`src/rtl/clkser_pkg.sv`:
```
package clkser_pkg;
   localparam int SPEED_W = 3;
   localparam logic [SPEED_W-1:0] SPEED_EXT = '1;
   localparam logic ADDR_CTRL = 1'b0;
   localparam logic ADDR_DATA = 1'b1;

   typedef struct packed {
      logic                flag;
      logic                int_en;
      logic                rx_en;
      logic                tx_en;
      logic                rsv;
      logic [SPEED_W-1:0]  speed;
   } ctrl_t;
endpackage

```
`src/rtl/clkser_prescale.sv`:
```
module clkser_prescale #(
   parameter int BASE_DIV = 20,
   parameter int SPEED_W  = 3
) (
   input  logic               clk,
   input  logic               rst_n,
   input  logic               run,
   input  logic [SPEED_W-1:0] speed,
   output logic               dclk,
   output logic               fall_ev,
   output logic               rise_ev
);
   localparam int HALF_BASE = BASE_DIV / 2;
   localparam int MAX_HALF  = HALF_BASE << ((1 << SPEED_W) - 2);
   localparam int CNT_W     = $clog2(MAX_HALF) + 1;

   if ((BASE_DIV % 2) != 0 || BASE_DIV < 4) begin : g_bad_div
      $error("clkser_prescale: BASE_DIV must be even and at least 4");
   end

   logic [CNT_W-1:0] cnt;
   logic [CNT_W-1:0] half_m1;
   logic             tick;

   always_comb begin
      half_m1 = (CNT_W'(HALF_BASE) << speed) - CNT_W'(1);
      tick    = run && (cnt == half_m1);
   end

   always_ff @(posedge clk) begin
      if (!rst_n || !run) begin
         cnt  <= '0;
         dclk <= 1'b1;
      end else if (tick) begin
         cnt  <= '0;
         dclk <= ~dclk;
      end else begin
         cnt  <= cnt + CNT_W'(1);
      end
   end

   assign fall_ev = tick && dclk;
   assign rise_ev = tick && !dclk;

   // the half-period count never passes its terminal value
   assert_cnt_bound_R2: assert property (@(posedge clk) disable iff (!rst_n)
      run |-> (cnt <= half_m1));
endmodule

```
`src/rtl/clkser_edge_sync.sv`:
```
module clkser_edge_sync #(
   parameter int STAGES = 2
) (
   input  logic clk,
   input  logic rst_n,
   input  logic pin,
   output logic fall_ev,
   output logic rise_ev
);
   if (STAGES < 2) begin : g_bad_stages
      $error("clkser_edge_sync: STAGES must be at least 2");
   end

   logic [STAGES:0] sync;

   for (genvar i = 0; i <= STAGES; i++) begin : g_stage
      if (i == 0) begin : g_first
         always_ff @(posedge clk) begin
            if (!rst_n) sync[i] <= 1'b1;
            else        sync[i] <= pin;
         end
      end else begin : g_next
         always_ff @(posedge clk) begin
            if (!rst_n) sync[i] <= 1'b1;
            else        sync[i] <= sync[i-1];
         end
      end
   end

   assign fall_ev = sync[STAGES]  && !sync[STAGES-1];
   assign rise_ev = !sync[STAGES] && sync[STAGES-1];
endmodule

```
`src/rtl/clkser_shifter.sv`:
```
module clkser_shifter #(
   parameter int W = 8
) (
   input  logic         clk,
   input  logic         rst_n,
   input  logic         tx_mode,
   input  logic         rx_mode,
   input  logic         fall_ev,
   input  logic         rise_ev,
   input  logic         sdi,
   input  logic         load,
   input  logic [W-1:0] load_val,
   output logic [W-1:0] shreg,
   output logic         sdo,
   output logic         done
);
   localparam int BC_W = $clog2(W);

   if (W < 2 || (W & (W - 1)) != 0) begin : g_bad_w
      $error("clkser_shifter: W must be a power of two of at least 2");
   end

   logic            run;
   logic [BC_W-1:0] bitcnt;

   assign run  = tx_mode || rx_mode;
   assign done = run && rise_ev && (bitcnt == BC_W'(W - 1));

   always_ff @(posedge clk) begin
      if (!rst_n || !run)  bitcnt <= '0;
      else if (rise_ev)    bitcnt <= bitcnt + BC_W'(1);
   end

   always_ff @(posedge clk) begin
      if (!rst_n)                  sdo <= 1'b1;
      else if (tx_mode && fall_ev) sdo <= shreg[bitcnt];
   end

   always_ff @(posedge clk) begin
      if (!rst_n)                  shreg <= '0;
      else if (load)               shreg <= load_val;
      else if (rx_mode && rise_ev) shreg <= {sdi, shreg[W-1:1]};
   end

   // the output bit moves only on a falling data clock edge
   assert_sdo_on_fall_R5: assert property (@(posedge clk) disable iff (!rst_n)
      !fall_ev |=> $stable(sdo));
   // a transmit never alters the shared data register
   assert_tx_keeps_data_R5: assert property (@(posedge clk) disable iff (!rst_n)
      (tx_mode && !load) |=> $stable(shreg));
endmodule

```
`src/rtl/clkser_unit.sv`:
```
module clkser_unit
   import clkser_pkg::*;
#(
   parameter int BASE_DIV    = 20,
   parameter int SYNC_STAGES = 2,
   parameter int DATA_W      = 8
) (
   input  logic              clk,
   input  logic              rst_n,
   input  logic              bus_addr,
   input  logic              bus_wr,
   input  logic              bus_rd,
   input  logic [DATA_W-1:0] bus_wdata,
   output logic [DATA_W-1:0] bus_rdata,
   output logic              irq,
   input  logic              sclk_in,
   output logic              sclk_out,
   output logic              sclk_oe,
   output logic              sdo,
   input  logic              sdi
);
   if (DATA_W != $bits(ctrl_t)) begin : g_bad_width
      $error("clkser_unit: DATA_W must match the control register width");
   end

   logic               flag, int_en, rx_en, tx_en;
   logic [SPEED_W-1:0] speed;
   logic               ext_mode, run;
   logic               i_fall, i_rise, x_fall, x_rise, fall_ev, rise_ev;
   logic               done, data_acc, ctrl_wr_ok;
   logic [DATA_W-1:0]  shreg;
   ctrl_t              wr_view, rd_view;
   logic               unused_wbits;

   assign wr_view      = ctrl_t'(bus_wdata);
   assign unused_wbits = wr_view.flag ^ wr_view.rsv;
   assign ext_mode     = (speed == SPEED_EXT);
   assign run          = rx_en || tx_en;
   assign ctrl_wr_ok   = bus_wr && (bus_addr == ADDR_CTRL) && !(wr_view.rx_en && wr_view.tx_en);
   assign data_acc     = (bus_addr == ADDR_DATA) && (bus_wr || bus_rd);

   clkser_prescale #(.BASE_DIV(BASE_DIV), .SPEED_W(SPEED_W)) u_prescale (
      .clk(clk), .rst_n(rst_n), .run(run && !ext_mode), .speed(speed),
      .dclk(sclk_out), .fall_ev(i_fall), .rise_ev(i_rise));

   clkser_edge_sync #(.STAGES(SYNC_STAGES)) u_sync (
      .clk(clk), .rst_n(rst_n), .pin(sclk_in),
      .fall_ev(x_fall), .rise_ev(x_rise));

   assign fall_ev = ext_mode ? x_fall : i_fall;
   assign rise_ev = ext_mode ? x_rise : i_rise;

   clkser_shifter #(.W(DATA_W)) u_shift (
      .clk(clk), .rst_n(rst_n), .tx_mode(tx_en), .rx_mode(rx_en),
      .fall_ev(fall_ev), .rise_ev(rise_ev), .sdi(sdi),
      .load(bus_wr && (bus_addr == ADDR_DATA)), .load_val(bus_wdata),
      .shreg(shreg), .sdo(sdo), .done(done));

   always_ff @(posedge clk) begin
      if (!rst_n) begin
         flag   <= 1'b0;
         int_en <= 1'b0;
         rx_en  <= 1'b0;
         tx_en  <= 1'b0;
         speed  <= SPEED_EXT;
      end else begin
         if (ctrl_wr_ok) begin
            int_en <= wr_view.int_en;
            rx_en  <= wr_view.rx_en;
            tx_en  <= wr_view.tx_en;
            speed  <= wr_view.speed;
         end
         if (done) begin
            rx_en <= 1'b0;
            tx_en <= 1'b0;
         end
         if (done)          flag <= 1'b1;
         else if (data_acc) flag <= 1'b0;
      end
   end

   always_comb begin
      rd_view        = '0;
      rd_view.flag   = flag;
      rd_view.int_en = int_en;
      rd_view.rx_en  = rx_en;
      rd_view.tx_en  = tx_en;
      rd_view.speed  = speed;
   end

   assign bus_rdata = (bus_addr == ADDR_DATA) ? shreg : DATA_W'(rd_view);
   assign irq       = flag && int_en;
   assign sclk_oe   = run && !ext_mode;

   // the two enables are never set together
   assert_one_enable_R10: assert property (@(posedge clk) disable iff (!rst_n)
      !(rx_en && tx_en));
   // completion raises the flag and drops both enables
   assert_done_flag_R7: assert property (@(posedge clk) disable iff (!rst_n)
      done |=> (flag && !rx_en && !tx_en));
   // a data register access clears the flag unless a byte completes
   assert_access_clears_R9: assert property (@(posedge clk) disable iff (!rst_n)
      (data_acc && !done) |=> !flag);
   // the clock rests high once no transfer runs
   assert_idle_high_R4: assert property (@(posedge clk) disable iff (!rst_n)
      !run |=> sclk_out);
endmodule

```
`config.mk`:
```
export PLATFORM = sky130hd
export DESIGN_NAME = clkser_unit
export DESIGN_NICKNAME = d
export VERILOG_FILES = /design/src/rtl/clkser_pkg.sv /design/src/rtl/clkser_prescale.sv /design/src/rtl/clkser_edge_sync.sv /design/src/rtl/clkser_shifter.sv /design/src/rtl/clkser_unit.sv
export SDC_FILE = /design/constraint.sdc
export NUM_CORES = 1
export LEC_CHECK = 0
export ABC_AREA = 0
export BUFFER_PORTS_ARGS = -buffer_cell sky130_fd_sc_hd__buf_2
export CAP_MARGIN = 0
export CORE_MARGIN = 2
export CORE_UTILIZATION = 25
export CTS_CLUSTER_SIZE = 10
export DETAILED_ROUTE_END_ITERATION = 7
export GPL_TIMING_DRIVEN = 0
export PLACE_DENSITY_LB_ADDON = 0.2
export SETUP_SLACK_MARGIN = 0.15
export SYNTH_ARGS = -nofsm -noshare
export SYNTH_HDL_FRONTEND = slang
export SYNTH_SLANG_ARGS = --single-unit
export TNS_END_PERCENT = 20
```
`constraint.sdc`:
```
create_clock -name clk -period 2.4 [get_ports clk]
set_input_delay 0.12 -clock clk [delete_from_list [all_inputs] [get_ports clk]]
set_output_delay 0.12 -clock clk [all_outputs]
set_load 0.1 [all_outputs]
```
# Yosys cells after proc, flatten, opt, wreduce, memory -nomap -nowiden
# Cells that the tools add are included.
dict set report totals {
  ff_bits 34
  input_bits 15
  elab_cells 65
}
dict set report op_classes {
  n_addsub 3
  n_lt_le_gt_ge 1
  n_eq_ne 3
  shift 1
  muxes 9
  bitwise_logic 3
  n_reduce_logical 32
}
# operator count
set ops {}
lappend ops {{$mux W8} 3}
lappend ops {{$logic_and A1 B1 Y1} 16}
lappend ops {{$add A11 B1 Y11 const B} 1}
lappend ops {{$eq A11 B11 Y1} 1}
lappend ops {{$shl A4 B3 Y11 const A} 1}
lappend ops {{$sub A11 B2 Y11 const B} 1}
lappend ops {{$logic_not A1 Y1} 8}
lappend ops {{$eq A3 B3 Y1 const B} 2}
lappend ops {{$mux W1} 5}
lappend ops {{$logic_or A1 B1 Y1} 4}
lappend ops {{$lt A3 B4 Y1 const B} 1}
lappend ops {{$reduce_bool A2 Y1} 2}
lappend ops {{$reduce_or A2 Y1} 2}
lappend ops {{$add A3 B1 Y3 const B} 1}
lappend ops {{$bmux W1 S3} 1}
lappend ops {{$not A1 Y1} 3}

# Longest topological paths before layout
# Gate-level depths: netlist of the first run.
dict set report logic_depth {
  word_depth 9
  mapped_depth 8
  ltp_nobuf 6
}

# Modules after synthesis
# A second synthesis of the first run with hierarchy kept.
dict set report unflattened {
  hier_cells 209
  hier_area_um2 2028.2
}
# module instances cells_per_inst area_each_um2 seq_area_each_um2
set modules_own_cells {}
lappend modules_own_cells {clkser_prescale 1 96 822.0 240.2}
lappend modules_own_cells {clkser_shifter 1 59 649.4 240.2}
lappend modules_own_cells {clkser_unit 1 46 465.4 140.1}
lappend modules_own_cells {clkser_edge_sync 1 8 91.3 60.1}

# Worst setup path after synthesis of the first run
# No wires, ideal clock.
dict set report synth_path {
  path_type {register to output}
  from {reg speed[2]}
  to {out bus_rdata[2]}
  t_arrival_ps 2535
  t_required_ps 2280
  slack_ps -255
  stages_incl_launch_ff 3
  path_cell_list {dfxtp_1 > inv_1 > o21ai_0}
}
dict set report synth_between {
  elab_chain_len 1
}
# item line
set synth_lines {}
lappend synth_lines {{start: declaration} clkser_unit.sv:27} ;# logic [SPEED_W-1:0] speed;
lappend synth_lines {{start signal: assignment} clkser_unit.sv:71} ;# speed <= wr_view.speed;
lappend synth_lines {{$mux W8} clkser_unit.sv:91} ;# assign bus_rdata = (bus_addr == ADDR_DATA) ? shreg : DATA_W'(rd_view);
lappend synth_lines {{end: declaration} clkser_unit.sv:14} ;# output logic [DATA_W-1:0] bus_rdata,
# Every way passes these cells.

# Worst setup path after layout of the first run
dict set report layout_path {
  from {reg speed[0]}
  to {reg u_shift.shreg[7]}
}
dict set report layout_between {
  elab_chain_len 8
}
# item line
set layout_lines {}
lappend layout_lines {{$shl A4 B3 Y11 or $eq A3 B3 Y1 (tied branches)} {clkser_prescale.sv:26, clkser_unit.sv:37}}
lappend layout_lines {{$sub A11 B2 Y11 or $logic_not A1 Y1 (tied branches)} {clkser_prescale.sv:26, clkser_unit.sv:43}}
lappend layout_lines {{$eq A11 B11 Y1 or $logic_and A1 B1 Y1 (tied branches)} {clkser_prescale.sv:27, clkser_unit.sv:43}}
lappend layout_lines {{$logic_and A1 B1 Y1} clkser_prescale.sv:27} ;# tick = run && (cnt == half_m1);
lappend layout_lines {{$logic_and A1 B1 Y1} clkser_prescale.sv:43} ;# assign rise_ev = tick && !dclk;
lappend layout_lines {{$mux W1 (*)} clkser_unit.sv:51} ;# assign rise_ev = ext_mode ? x_rise : i_rise;
lappend layout_lines {{$logic_and A1 B1 Y1 (*)} clkser_shifter.sv:42} ;# else if (rx_mode && rise_ev) shreg <= {sdi, shreg[W-1:1]};
lappend layout_lines {{$reduce_bool A2 Y1 (no source line) (*)} -}
lappend layout_lines {{end signal: assignment} clkser_shifter.sv:41} ;# else if (load) shreg <= load_val;
lappend layout_lines {{end signal: assignment} clkser_shifter.sv:42}
lappend layout_lines {{end: declaration} clkser_shifter.sv:13} ;# output logic [W-1:0] shreg,
# Every way passes the cells marked *; elsewhere a longest branch is shown, timed or not.
# A chain may end at the register's enable or synchronous reset.

==> flow_results.xml, run 1 <==
<?xml version="1.0" encoding="UTF-8"?>
<metrics>
  <group name="status">
    <metric name="run_status" unit="">finished, final reports clean</metric>
  </group>
  <group name="hold_path">
    <metric name="timing.hold.worst.start" unit="">sclk_in</metric>
    <metric name="min_delay_path_depth" unit="">2</metric>
    <metric name="type_of_the_most_critical_hold_path" unit="">in -&gt; reg</metric>
  </group>
  <group name="setup_path">
    <metric name="crit_start_category" unit="">flip-flop</metric>
    <metric name="critPathBufInv" unit="">3</metric>
    <metric name="worst_path_max_delay_cell" unit="">sky130_fd_sc_hd__dfxtp_1</metric>
    <metric name="maximum_fanout_encountered_on_the_critical_timing_path" unit="">10</metric>
    <metric name="worst_setup_ep" unit="">u_shift.shreg[7]$_SDFFE_PN0P_</metric>
    <metric name="critical_path.top_delay_family" unit="">buffers and inverters</metric>
    <metric name="r2r_slack" unit="ns">0.31</metric>
    <metric name="r2r_start" unit="">speed[0]$_SDFFE_PN1P_</metric>
    <metric name="critPathMaxStageDelay" unit="ns">0.39</metric>
    <metric name="critPathKind" unit="">reg -&gt; reg</metric>
    <metric name="worstRegToRegCells" unit="">9</metric>
    <metric name="crit_required" unit="ns">2.62</metric>
    <metric name="worst-endpoint-arrival" unit="ns">2.31</metric>
    <metric name="path_cells" unit="">buf_6, mux2_4, nor3_1, a21oi_1, nor4_4, buf_4, a31o_1, buf_6, mux2i_1</metric>
    <metric name="path_depth" unit="">9</metric>
    <metric name="worst_setup_path_startpoint" unit="">speed[0]$_SDFFE_PN1P_</metric>
    <metric name="r2r_end" unit="">u_shift.shreg[7]$_SDFFE_PN0P_</metric>
    <metric name="timing.critical_path.mode_cell" unit="">sky130_fd_sc_hd__buf_6</metric>
    <metric name="cp-end-kind" unit="">flip-flop</metric>
  </group>
  <group name="synthesis">
    <metric name="syn_area_per_cell" unit="µm²">8.88</metric>
    <metric name="synth-edff-count" unit="">0</metric>
    <metric name="synth_flop_cell" unit="">sky130_fd_sc_hd__dfxtp_1</metric>
    <metric name="synth_fp_nets" unit="">240</metric>
    <metric name="fraction_of_the_yosys_area_taken_by_sequential_cells" unit="%">34.5</metric>
    <metric name="ys_types" unit="">47</metric>
    <metric name="synthesis.yosys.warnings" unit="">0</metric>
    <metric name="async_flop_share" unit="%">0</metric>
    <metric name="post_synth_inst_count" unit="">222</metric>
    <metric name="mappedNetlistArea" unit="µm²">1970</metric>
    <metric name="ys_seq_elements" unit="">34</metric>
  </group>
  <group name="placement">
    <metric name="io_buffer_count" unit="">26</metric>
    <metric name="detailedPlace.worstSlack" unit="ns">0.157</metric>
    <metric name="dpl.hpwl" unit="mm">3.51</metric>
    <metric name="gp_congestion" unit="">0.725</metric>
    <metric name="dp_cells" unit="">350</metric>
  </group>
  <group name="routing">
    <metric name="vias" unit="">1641</metric>
    <metric name="wl" unit="mm">4.67</metric>
    <metric name="detail_route.vias_per_cell" unit="">4.57</metric>
    <metric name="avgRoutedWirePerCell" unit="µm">13.0</metric>
    <metric name="detail-route-antenna-nets" unit="">0</metric>
    <metric name="detail_route.first_pass.iterations" unit="">4</metric>
    <metric name="drc" unit="">0</metric>
    <metric name="number_of_violations_reported_at_the_end_of_detailed_routing_iteration_0" unit="">54</metric>
  </group>
  <group name="sta">
    <metric name="hold_viol_final" unit="">0</metric>
    <metric name="setup_tns" unit="ns">0</metric>
    <metric name="clock_skew" unit="ns">0.00897</metric>
    <metric name="period_minus_slack" unit="ns">2.09</metric>
    <metric name="unrepaired_setup_endpoints_after_global_routing" unit="">yes</metric>
    <metric name="timing.slew.headroom" unit="%">66.5</metric>
    <metric name="max_freq" unit="MHz">479</metric>
    <metric name="worst_margin_pin_slew" unit="ns">0.503</metric>
    <metric name="final-max-slew-violation-count" unit="">0</metric>
    <metric name="finalSetupViolations" unit="">0</metric>
    <metric name="final_min_period_over_clock_period" unit="%">86.9</metric>
    <metric name="final.setup.worst_slack" unit="ns">0.313</metric>
  </group>
  <group name="cells_and_area">
    <metric name="layout_commonest_cell" unit="">sky130_fd_sc_hd__dfxtp_1</metric>
    <metric name="most_frequent_cells_in_the_layout" unit="">sky130_fd_sc_hd__dfxtp_1, sky130_fd_sc_hd__buf_2, sky130_fd_sc_hd__nand2_1, sky130_fd_sc_hd__nor2_1, sky130_fd_sc_hd__mux2i_1</metric>
    <metric name="n_antenna_cell" unit="">0</metric>
    <metric name="layout.nets" unit="">275</metric>
    <metric name="area_growth" unit="%">19.5</metric>
    <metric name="post_route_cells_drive_above_1_share" unit="%">23.0</metric>
    <metric name="finish.cell_count_without_fillers" unit="">359</metric>
    <metric name="post-route-util" unit="%">30.7</metric>
  </group>
  <group name="clocking">
    <metric name="cts.reportedPaths.clkPinSlew" unit="ns">0.08</metric>
    <metric name="numCtsBuffers" unit="">5</metric>
    <metric name="post-cts-setup-buffers" unit="">0</metric>
    <metric name="cts-root-to-sink-buffers" unit="">2</metric>
    <metric name="clockRootBuffer" unit="">sky130_fd_sc_hd__clkbuf_8</metric>
    <metric name="cts-hold-fix-buffers" unit="">0</metric>
    <metric name="tritoncts_num_sinks" unit="">34</metric>
    <metric name="tritoncts" unit="">yes</metric>
    <metric name="worstSkewPairLatency" unit="ns">0.29</metric>
    <metric name="cts-resized-gates" unit="">0</metric>
    <metric name="htree_num_levels" unit="">2</metric>
  </group>
  <group name="pwr">
    <metric name="switching_power" unit="µW">365</metric>
    <metric name="leakagePower" unit="nW">0.932</metric>
    <metric name="share_of_power_burned_in_combinational_logic" unit="%">14.9</metric>
    <metric name="p_sw_share" unit="%">27.3</metric>
    <metric name="total_power" unit="mW">1.34</metric>
    <metric name="cell_internal_pwr" unit="µW">972</metric>
    <metric name="p_per_area" unit="nW/µm²">567</metric>
    <metric name="vdd_ir_drop_max" unit="V">0.000237</metric>
    <metric name="share_seq_of_total_power" unit="%">44.2</metric>
    <metric name="power_frac_clock" unit="%">40.9</metric>
  </group>
  <group name="floorplanning">
    <metric name="core.rowCount" unit="">32</metric>
    <metric name="die_h" unit="µm">92.8</metric>
    <metric name="die_width" unit="µm">92.8</metric>
    <metric name="floorplan.io_pins" unit="">27</metric>
    <metric name="start_util" unit="%">25.7</metric>
    <metric name="core_area" unit="µm²">7690</metric>
    <metric name="die_footprint" unit="µm²">8610</metric>
  </group>
  <group name="grt">
    <metric name="vias_in_the_first_global_route" unit="">1611</metric>
    <metric name="grt_first_pass_wirelength" unit="mm">7.80</metric>
    <metric name="globalRouteTotalUtil" unit="%">11.3</metric>
    <metric name="pin_count_of_the_biggest_net_entering_global_routing" unit="">11</metric>
    <metric name="initial_antenna_violation_count" unit="">0</metric>
    <metric name="grt_remaining_overflow" unit="">0</metric>
  </group>
  <group name="run">
    <metric name="timing.max_cap.violations" unit="">0</metric>
  </group>
</metrics>
cell type report:
type	instances	area (µm²)
fillers	837	5330
clock buffers	6	82.6
repair buffers	28	145
plain buffers	13	76.3
flip-flops and latches	34	681
clock inverters	1	30.0
inverters	4	15.0
multi-input cells	171	1200
well taps	102	128
routing by layer:
| layer | vias up | track usage (%) | routed length [µm] |
|---|---|---|---|
| li1 | 851 | - | - |
| met1 | 763 | 14.7 | 2280 |
| met2 | 25 | 18.8 | 2230 |
| met3 | 2 | 2.69 | 127 |
| met4 | 0 | 2.94 | 30 |
| met5 | - | 0 | 0 |
synth_stat cells (all sizes together), types with 5 or more instances:
cell / number / area [µm²]
o211ai: 9 / 67.6
nand3: 6 / 30.0
mux2: 8 / 93.8
clkbuf: 5 / 18.8
nand2: 26 / 97.6
buf: 8 / 57.6
xnor2: 6 / 52.6
nand2b: 15 / 93.8
mux2i: 16 / 160
a21oi: 7 / 38.8
nor2: 19 / 71.3
dfxtp: 34 / 681
xor2: 6 / 52.6
worst min path at each step:
| stage | end | slack (ns) |
|---|---|---|
| final | u_sync.sync[0]$_SDFF_PN1_ | 0.02 |
| after global routing | u_sync.sync[0]$_SDFF_PN1_ | 0.02 |
| after detailed placement | u_sync.sync[0]$_SDFF_PN1_ | 0.31 |
| after CTS | u_sync.sync[0]$_SDFF_PN1_ | 0.009 |
| after global placement | u_sync.sync[0]$_SDFF_PN1_ | 0.30 |
| after floorplan | u_sync.sync[0]$_SDFF_PN1_ | 0.22 |
power by group through the flow:
stage / logic, mW / registers (mW) / clock network (mW)
floorplan: 0.155 / 0.600 / 0
global placement: 0.201 / 0.604 / 0
detailed placement: 0.201 / 0.604 / 0
CTS: 0.201 / 0.591 / 0.562
global route: 0.214 / 0.593 / 0.588
finish: 0.199 / 0.591 / 0.547
per-stage QoR:
stage | instance area, µm² | hold slack [ns]
2_1_floorplan | 1970 | 0.221
3_3_place_gp | 2230 | 0.304
3_5_place_dp | 2230 | 0.310
4_1_cts | 2340 | 0.00929
5_1_grt | 2360 | 0.0206
6_report | 2360 | 0.0163
kinds of logic after synthesis:
group / count (synthesis) / share of synthesized area [%]
AND/OR/NAND/NOR: 94 / 25.1
XOR/XNOR: 12 / 5.33
multiplexers: 26 / 15.2
adder cells (fa/ha/maj): 3 / 1.90
AO/OA/AOI/OAI: 36 / 13.4
flip-flops: 34 / 34.5
buffers and inverters: 17 / 4.63
state kept, by name, indices dropped and copies added, names as in the netlist:
| register | cells |
|---|---|
| u_shift.bitcnt | 3 |
| speed | 3 |
| tx_en | 1 |
| u_prescale.cnt | 11 |
| int_en | 1 |
| u_shift.sdo | 1 |
| flag | 1 |
| u_shift.shreg | 8 |
| u_sync.sync | 3 |
| rx_en | 1 |
| u_prescale.dclk | 1 |
Power figures use the tool's default switching activity.
==> inputs of run 2 (changes only) <==
--- a/config.mk
+++ b/config.mk
@@ -5,7 +5,7 @@
 export SDC_FILE = /design/constraint.sdc
 export NUM_CORES = 1
 export LEC_CHECK = 0
-export ABC_AREA = 0
+export ABC_AREA = 1
 export BUFFER_PORTS_ARGS = -buffer_cell sky130_fd_sc_hd__buf_2
 export CAP_MARGIN = 0
 export CORE_MARGIN = 2
@@ -13,8 +13,7 @@
 export CTS_CLUSTER_SIZE = 10
 export DETAILED_ROUTE_END_ITERATION = 7
 export GPL_TIMING_DRIVEN = 0
-export PLACE_DENSITY_LB_ADDON = 0.2
-export SETUP_SLACK_MARGIN = 0.15
+export PLACE_DENSITY = 0.41
 export SYNTH_ARGS = -nofsm -noshare
 export SYNTH_HDL_FRONTEND = slang
 export SYNTH_SLANG_ARGS = --single-unit
==> flow_results.xml, run 2 <==
<?xml version="1.0" encoding="UTF-8"?>
<metrics>
  <group name="cells_and_area">
    <metric name="area.sequential" unit="µm²">681</metric>
    <metric name="post_route_cells_drive_above_1_share" unit="%">15.6</metric>
    <metric name="biggest_registers_after_layout" unit="">u_prescale.cnt x11, u_shift.shreg x8</metric>
    <metric name="n_fill_cell" unit="">876</metric>
    <metric name="layout.nets" unit="">338</metric>
    <metric name="multi_input_comb_area" unit="µm²">1040</metric>
    <metric name="layout_commonest_cell" unit="">sky130_fd_sc_hd__nand2_1</metric>
    <metric name="largest_reg_flops" unit="">11</metric>
    <metric name="post-route-util" unit="%">30.8</metric>
    <metric name="top_register" unit="">u_prescale.cnt</metric>
    <metric name="finish.cell_count_without_fillers" unit="">420</metric>
    <metric name="most_frequent_cells_in_the_layout" unit="">sky130_fd_sc_hd__nand2_1, sky130_fd_sc_hd__nor2_1, sky130_fd_sc_hd__dfxtp_1, sky130_fd_sc_hd__inv_1, sky130_fd_sc_hd__buf_2</metric>
    <metric name="area_growth" unit="%">18.9</metric>
    <metric name="n_antenna_cell" unit="">0</metric>
  </group>
  <group name="status">
    <metric name="run_status" unit="">finished, final reports clean</metric>
  </group>
  <group name="grt">
    <metric name="vias_in_the_first_global_route" unit="">1743</metric>
    <metric name="globalRouteTotalUtil" unit="%">12.1</metric>
    <metric name="grt_first_pass_wirelength" unit="mm">8.09</metric>
    <metric name="pin_count_of_the_biggest_net_entering_global_routing" unit="">12</metric>
    <metric name="grt_remaining_overflow" unit="">0</metric>
    <metric name="initial_antenna_violation_count" unit="">0</metric>
  </group>
  <group name="clocking">
    <metric name="cts-hold-fix-buffers" unit="">0</metric>
    <metric name="clockRootBuffer" unit="">sky130_fd_sc_hd__clkbuf_8</metric>
    <metric name="cts-root-to-sink-buffers" unit="">2</metric>
    <metric name="cts-resized-gates" unit="">0</metric>
    <metric name="cts.reportedPaths.clkPinSlew" unit="ns">0.08</metric>
    <metric name="htree_num_levels" unit="">2</metric>
    <metric name="worstSkewPairLatency" unit="ns">0.28</metric>
    <metric name="post-cts-setup-buffers" unit="">0</metric>
    <metric name="tritoncts_num_sinks" unit="">34</metric>
    <metric name="numCtsBuffers" unit="">5</metric>
    <metric name="tritoncts" unit="">yes</metric>
  </group>
  <group name="routing">
    <metric name="vias" unit="">1794</metric>
    <metric name="drc" unit="">0</metric>
    <metric name="wl" unit="mm">4.72</metric>
    <metric name="detail-route-antenna-nets" unit="">0</metric>
    <metric name="number_of_violations_reported_at_the_end_of_detailed_routing_iteration_0" unit="">85</metric>
    <metric name="detail_route.first_pass.iterations" unit="">4</metric>
    <metric name="detail_route.vias_per_cell" unit="">4.27</metric>
    <metric name="avgRoutedWirePerCell" unit="µm">11.2</metric>
  </group>
  <group name="placement">
    <metric name="detailedPlace.worstSlack" unit="ns">0.477</metric>
    <metric name="io_buffer_count" unit="">25</metric>
    <metric name="dp_cells" unit="">412</metric>
    <metric name="gp_congestion" unit="">0.764</metric>
    <metric name="dpl.hpwl" unit="mm">3.63</metric>
  </group>
  <group name="pwr">
    <metric name="p_per_area" unit="nW/µm²">606</metric>
    <metric name="vdd_ir_drop_max" unit="V">0.000189</metric>
    <metric name="leakagePower" unit="nW">1.04</metric>
  </group>
  <group name="sta">
    <metric name="final_min_period_over_clock_period" unit="%">79.2</metric>
    <metric name="clock_skew" unit="ns">0.00956</metric>
    <metric name="final-max-slew-violation-count" unit="">0</metric>
    <metric name="holdWs" unit="ns">0.0134</metric>
    <metric name="final.setup.worst_slack" unit="ns">0.500</metric>
    <metric name="unrepaired_setup_endpoints_after_global_routing" unit="">no</metric>
    <metric name="finalSetupViolations" unit="">0</metric>
    <metric name="timing.slew.headroom" unit="%">64.2</metric>
    <metric name="setup_tns" unit="ns">0</metric>
    <metric name="worst_margin_pin_slew" unit="ns">0.537</metric>
    <metric name="max_freq" unit="MHz">526</metric>
    <metric name="hold_viol_final" unit="">0</metric>
    <metric name="period_minus_slack" unit="ns">1.90</metric>
  </group>
  <group name="synthesis">
    <metric name="ys_top_cells_by_count" unit="">sky130_fd_sc_hd__nand2_1, sky130_fd_sc_hd__nor2_1, sky130_fd_sc_hd__dfxtp_1, sky130_fd_sc_hd__inv_1, sky130_fd_sc_hd__nand3_1</metric>
    <metric name="synth-edff-count" unit="">0</metric>
    <metric name="synthesis.yosys.warnings" unit="">0</metric>
    <metric name="fraction_of_the_yosys_area_taken_by_sequential_cells" unit="%">36.0</metric>
    <metric name="syn_area_per_cell" unit="µm²">6.56</metric>
    <metric name="synth_top_cells_by_area" unit="">sky130_fd_sc_hd__dfxtp_1, sky130_fd_sc_hd__nand2_1, sky130_fd_sc_hd__nor2_1, sky130_fd_sc_hd__inv_1, sky130_fd_sc_hd__nand3_1</metric>
    <metric name="synth_flop_cell" unit="">sky130_fd_sc_hd__dfxtp_1</metric>
    <metric name="ys_seq_elements" unit="">34</metric>
    <metric name="post_synth_inst_count" unit="">288</metric>
    <metric name="ys_types" unit="">30</metric>
    <metric name="async_flop_share" unit="%">0</metric>
    <metric name="synth_fp_nets" unit="">306</metric>
    <metric name="cell_with_the_most_instances_after_synthesis" unit="">sky130_fd_sc_hd__nand2_1</metric>
    <metric name="netlist.top_cell.by_area" unit="">sky130_fd_sc_hd__dfxtp_1</metric>
    <metric name="mappedNetlistArea" unit="µm²">1890</metric>
    <metric name="yosysTopAreaCellShare" unit="%">36.0</metric>
  </group>
  <group name="setup_path">
    <metric name="crit_start_category" unit="">flip-flop</metric>
    <metric name="cp-end-kind" unit="">flip-flop</metric>
    <metric name="critPathKind" unit="">reg -&gt; reg</metric>
    <metric name="maximum_fanout_encountered_on_the_critical_timing_path" unit="">10</metric>
    <metric name="crit_required" unit="ns">2.58</metric>
    <metric name="worst-endpoint-arrival" unit="ns">2.08</metric>
  </group>
  <group name="floorplanning">
    <metric name="die_h" unit="µm">91.0</metric>
    <metric name="die_width" unit="µm">91.0</metric>
    <metric name="start_util" unit="%">25.9</metric>
    <metric name="die_footprint" unit="µm²">8270</metric>
    <metric name="floorplan.io_pins" unit="">27</metric>
    <metric name="core_area" unit="µm²">7290</metric>
    <metric name="core.rowCount" unit="">31</metric>
  </group>
  <group name="hold_path">
    <metric name="type_of_the_most_critical_hold_path" unit="">in -&gt; reg</metric>
  </group>
  <group name="run">
    <metric name="timing.max_cap.violations" unit="">0</metric>
  </group>
</metrics>
-- run 2: worst paths after layout --
path	cells past startpoint	endpoint	startpoint	slack (ns)
worst max-delay path	16	u_shift.shreg[1]$_SDFFE_PN0P_	speed[2]$_SDFFE_PN1P_	0.50
worst min-delay path	2	u_sync.sync[0]$_SDFF_PN1_	sclk_in	0.01
worst max register to register	16	u_shift.shreg[1]$_SDFFE_PN0P_	speed[2]$_SDFFE_PN1P_	0.50
worst min register to register	1	u_sync.sync[1]$_SDFF_PN1_	u_sync.sync[0]$_SDFF_PN1_	0.42
-- run 2: critical path, stage by stage, from the launching register on --
cell and delay, ns:
sky130_fd_sc_hd__dfxtp_1 0.29, sky130_fd_sc_hd__buf_2 0.16, sky130_fd_sc_hd__inv_2 0.13, sky130_fd_sc_hd__nand2_1 0.08, sky130_fd_sc_hd__nand3_1 0.07, sky130_fd_sc_hd__nand2_1 0.06, sky130_fd_sc_hd__nor2_1 0.12, sky130_fd_sc_hd__nand2_1 0.08
sky130_fd_sc_hd__nor2_2 0.13, sky130_fd_sc_hd__nand3_2 0.10, sky130_fd_sc_hd__nand2_4 0.11, sky130_fd_sc_hd__nand2_4 0.07, sky130_fd_sc_hd__nand2_4 0.09, sky130_fd_sc_hd__buf_6 0.15, sky130_fd_sc_hd__nand2_1 0.05, sky130_fd_sc_hd__nand2_1 0.05
sky130_fd_sc_hd__nor2_1 0.04
-- run 2: where the power goes --
| group | internal [mW] | switching (mW) |
|---|---|---|
| registers | 0.582 | 0.0124 |
| clock network | 0.306 | 0.227 |
| logic | 0.0602 | 0.176 |
-- run 2: through the flow --
step,power (mW),cell area [µm²]
after global placement,0.847,2140
final,1.36,2250
after CTS,1.38,2250
after detailed placement,0.847,2140
after global routing,1.44,2250
after floorplan,0.791,1890
-- run 2: cell type report --
class / instances / share of cell area [%]
Sequential cell: 34 / 30.3
Multi-Input combinational cell: 212 / 46.1
Tap cell: 99 / 5.51
Clock inverter: 3 / 1.78
Buffer: 10 / 2.28
Clock buffer: 5 / 3.06
Inverter: 32 / 5.45
Timing Repair Buffer: 25 / 5.56
-- run 2: metal layers --
layer  track usage [%]  wire length (µm)  share of wire (%)
met4              3.03                32               0.68
met1              14.9              2360                 50
met5                 0                 0                  0
met2              21.1              2210                 47
met3              2.82               122                2.6
-- run 2: cells by family after synthesis --
family,after synthesis,share of synthesized area (%)
compound gates,33,9.73
flops,34,36.0
xor+xnor,7,3.24
buf+inv,42,9.20
simple gates,165,37.7
mux,4,2.18
fa+ha+maj,3,1.99
==> inputs of run 3 (changes only) <==
--- a/config.mk
+++ b/config.mk
@@ -5,7 +5,7 @@
 export SDC_FILE = /design/constraint.sdc
 export NUM_CORES = 1
 export LEC_CHECK = 0
-export ABC_AREA = 1
+export ABC_AREA = 0
 export BUFFER_PORTS_ARGS = -buffer_cell sky130_fd_sc_hd__buf_2
 export CAP_MARGIN = 0
 export CORE_MARGIN = 2
@@ -13,7 +13,7 @@
 export CTS_CLUSTER_SIZE = 10
 export DETAILED_ROUTE_END_ITERATION = 7
 export GPL_TIMING_DRIVEN = 0
-export PLACE_DENSITY = 0.41
+export PLACE_DENSITY = 0.43
 export SYNTH_ARGS = -nofsm -noshare
 export SYNTH_HDL_FRONTEND = slang
 export SYNTH_SLANG_ARGS = --single-unit
==> constraint.sdc (replaced) <==
create_clock -name clk -period 1.6 [get_ports clk]
set_input_delay 0.08 -clock clk [delete_from_list [all_inputs] [get_ports clk]]
set_output_delay 0.08 -clock clk [all_outputs]
set_load 0.1 [all_outputs]
==> flow_results.xml, run 3 (synthesis gave the netlist of run 1 again) <==
<?xml version="1.0" encoding="UTF-8"?>
<metrics>
  <group name="sta">
    <metric name="clock_skew" unit="ns">0.00576</metric>
    <metric name="holdWs" unit="ns">0.0371</metric>
    <metric name="final.setup.worst_slack" unit="ns">-0.405</metric>
    <metric name="max_freq" unit="MHz">499</metric>
    <metric name="timing.slew.headroom" unit="%">66.0</metric>
    <metric name="finalSetupViolations" unit="">27</metric>
    <metric name="final-max-slew-violation-count" unit="">0</metric>
    <metric name="period_minus_slack" unit="ns">2.00</metric>
    <metric name="worst_margin_pin_slew" unit="ns">0.510</metric>
    <metric name="final_min_period_over_clock_period" unit="%">125</metric>
    <metric name="unrepaired_setup_endpoints_after_global_routing" unit="">yes</metric>
    <metric name="hold_viol_final" unit="">0</metric>
  </group>
  <group name="status">
    <metric name="run_status" unit="">finished, violations left</metric>
    <metric name="failed_checks" unit="">negative setup slack</metric>
  </group>
  <group name="routing">
    <metric name="detail_route.vias_per_cell" unit="">4.60</metric>
    <metric name="detail-route-antenna-nets" unit="">0</metric>
    <metric name="number_of_violations_reported_at_the_end_of_detailed_routing_iteration_0" unit="">31</metric>
    <metric name="drc" unit="">0</metric>
    <metric name="detail_route.first_pass.iterations" unit="">4</metric>
    <metric name="avgRoutedWirePerCell" unit="µm">13.2</metric>
    <metric name="vias" unit="">1710</metric>
    <metric name="wl" unit="mm">4.91</metric>
  </group>
  <group name="run">
    <metric name="timing.max_cap.violations" unit="">0</metric>
  </group>
  <group name="cells_and_area">
    <metric name="most_frequent_cells_in_the_layout" unit="">sky130_fd_sc_hd__buf_2, sky130_fd_sc_hd__dfxtp_1, sky130_fd_sc_hd__nand2_1, sky130_fd_sc_hd__nor2_1, sky130_fd_sc_hd__mux2i_1</metric>
    <metric name="multi_input_comb_area" unit="µm²">1320</metric>
    <metric name="top_register" unit="">u_prescale.cnt</metric>
    <metric name="post-route-util" unit="%">34.1</metric>
    <metric name="area.sequential" unit="µm²">696</metric>
    <metric name="layout.nets" unit="">287</metric>
    <metric name="biggest_registers_after_layout" unit="">u_prescale.cnt x11, u_shift.shreg x8</metric>
    <metric name="n_antenna_cell" unit="">0</metric>
    <metric name="post_route_cells_drive_above_1_share" unit="%">34.8</metric>
    <metric name="area_growth" unit="%">32.8</metric>
    <metric name="largest_reg_flops" unit="">11</metric>
    <metric name="layout_commonest_cell" unit="">sky130_fd_sc_hd__buf_2</metric>
    <metric name="n_fill_cell" unit="">831</metric>
  </group>
  <group name="floorplanning">
    <metric name="die_width" unit="µm">92.8</metric>
    <metric name="die_h" unit="µm">92.8</metric>
    <metric name="floorplan.io_pins" unit="">27</metric>
    <metric name="die_footprint" unit="µm²">8610</metric>
    <metric name="start_util" unit="%">25.7</metric>
    <metric name="core.rowCount" unit="">32</metric>
    <metric name="core_area" unit="µm²">7690</metric>
  </group>
  <group name="placement">
    <metric name="io_buffer_count" unit="">26</metric>
    <metric name="dpl.hpwl" unit="mm">3.61</metric>
    <metric name="gp_congestion" unit="">0.750</metric>
  </group>
  <group name="clocking">
    <metric name="tritoncts_num_sinks" unit="">34</metric>
    <metric name="htree_num_levels" unit="">2</metric>
    <metric name="tritoncts" unit="">yes</metric>
    <metric name="clockRootBuffer" unit="">sky130_fd_sc_hd__clkbuf_8</metric>
    <metric name="worstSkewPairLatency" unit="ns">0.28</metric>
    <metric name="cts-root-to-sink-buffers" unit="">2</metric>
    <metric name="cts.reportedPaths.clkPinSlew" unit="ns">0.08</metric>
    <metric name="numCtsBuffers" unit="">5</metric>
  </group>
  <group name="setup_path">
    <metric name="cp-end-kind" unit="">flip-flop</metric>
    <metric name="critPathKind" unit="">reg -&gt; reg</metric>
    <metric name="worst-endpoint-arrival" unit="ns">2.18</metric>
    <metric name="maximum_fanout_encountered_on_the_critical_timing_path" unit="">5</metric>
    <metric name="crit_required" unit="ns">1.78</metric>
    <metric name="crit_start_category" unit="">flip-flop</metric>
  </group>
  <group name="grt">
    <metric name="pin_count_of_the_biggest_net_entering_global_routing" unit="">11</metric>
    <metric name="globalRouteTotalUtil" unit="%">12.0</metric>
    <metric name="vias_in_the_first_global_route" unit="">1627</metric>
    <metric name="grt_remaining_overflow" unit="">0</metric>
    <metric name="initial_antenna_violation_count" unit="">0</metric>
    <metric name="grt_first_pass_wirelength" unit="mm">8.22</metric>
  </group>
  <group name="hold_path">
    <metric name="type_of_the_most_critical_hold_path" unit="">in -&gt; reg</metric>
  </group>
  <group name="pwr">
    <metric name="vdd_ir_drop_max" unit="V">0.000307</metric>
    <metric name="leakagePower" unit="nW">1.04</metric>
    <metric name="p_per_area" unit="nW/µm²">746</metric>
  </group>
</metrics>
-- run 3: cell count changes in the layout (fill, tap and decap cells not counted), moves of 8 or more --
cell and delta:
sky130_fd_sc_hd__nor2_1 -23, sky130_fd_sc_hd__mux2i_1 +13, sky130_fd_sc_hd__buf_4 +10, sky130_fd_sc_hd__nand2_1 -65
sky130_fd_sc_hd__dfxtp_1 -8, sky130_fd_sc_hd__o21ai_0 -11, sky130_fd_sc_hd__nand2b_1 +14, sky130_fd_sc_hd__nand3_1 -12
sky130_fd_sc_hd__inv_1 -25
-- run 3: area by class of cell --
class                           instances  share of cell area, %
Tap cell                              102                   4.87
Clock buffer                            8                   3.87
Buffer                                 13                   3.97
Inverter                                4                  0.573
Sequential cell                        34                   26.6
Multi-Input combinational cell        171                   50.3
Timing Repair Buffer                   40                   9.89
-- run 3: final timing paths --
check                       startpoint                   endpoint  slack [ns]  cells after the start
max              speed[2]$_SDFFE_PN1P_   u_shift.sdo$_SDFFE_PN1P_       -0.40                      8
min                       bus_wdata[0]      speed[0]$_SDFFE_PN1P_        0.04                      3
max reg2reg      speed[2]$_SDFFE_PN1P_   u_shift.sdo$_SDFFE_PN1P_       -0.40                      8
min reg2reg  u_sync.sync[0]$_SDFF_PN1_  u_sync.sync[1]$_SDFF_PN1_        0.41                      1
-- run 3: worst max-delay path, cell delays in order (launching register included) --
cell	delay [ns]
sky130_fd_sc_hd__dfxtp_4	0.37
sky130_fd_sc_hd__buf_8	0.13
sky130_fd_sc_hd__a2111oi_4	0.36
sky130_fd_sc_hd__o31ai_2	0.14
sky130_fd_sc_hd__nor4_4	0.32
sky130_fd_sc_hd__buf_4	0.19
sky130_fd_sc_hd__buf_6	0.10
sky130_fd_sc_hd__a21oi_2	0.04
sky130_fd_sc_hd__mux2_2	0.27
-- run 3: what timing repair did --
| action | in CTS | in global routing |
|---|---|---|
| cloned | 0 | 1 |
| setup buffers | 5 | 8 |
| endpoints found under the hold margin | 1 | 0 |
| gates resized for setup | 15 | 15 |
| pin swaps | 6 | 12 |
| hold buffers | 1 | 0 |
| endpoints found under the setup margin | 28 | 27 |
-- run 3: routing by layer --
layer	up-vias	part of all wire (%)	track usage, %
met5	-	0	0
met4	0	0.96	2.94
met3	5	2.7	2.69
met2	23	49	20.0
met1	809	47	15.6
li1	873	-	-
-- run 3: stage by stage --
stage          instances  area (µm²)  setup slack (ns)  power [mW]  TNS (ns)
2_1_floorplan        222        2020            -0.304        1.14     -7.24
3_3_place_gp         350        2280            -0.623        1.22    -14.88
6_report             372        2620            -0.405        1.95     -9.25
3_5_place_dp         350        2280            -0.659        1.22    -15.17
4_1_cts              364        2470            -0.449        1.96    -10.15
5_1_grt              372        2620            -0.496        2.03    -11.75
-- run 3: power breakdown --
group / switching [mW] / internal, mW / total [mW]
Clock: 0.328 / 0.404 / 0.731
Sequential: 0.0238 / 0.865 / 0.888
Combinational: 0.215 / 0.118 / 0.333
Total: 0.567 / 1.39 / 1.95
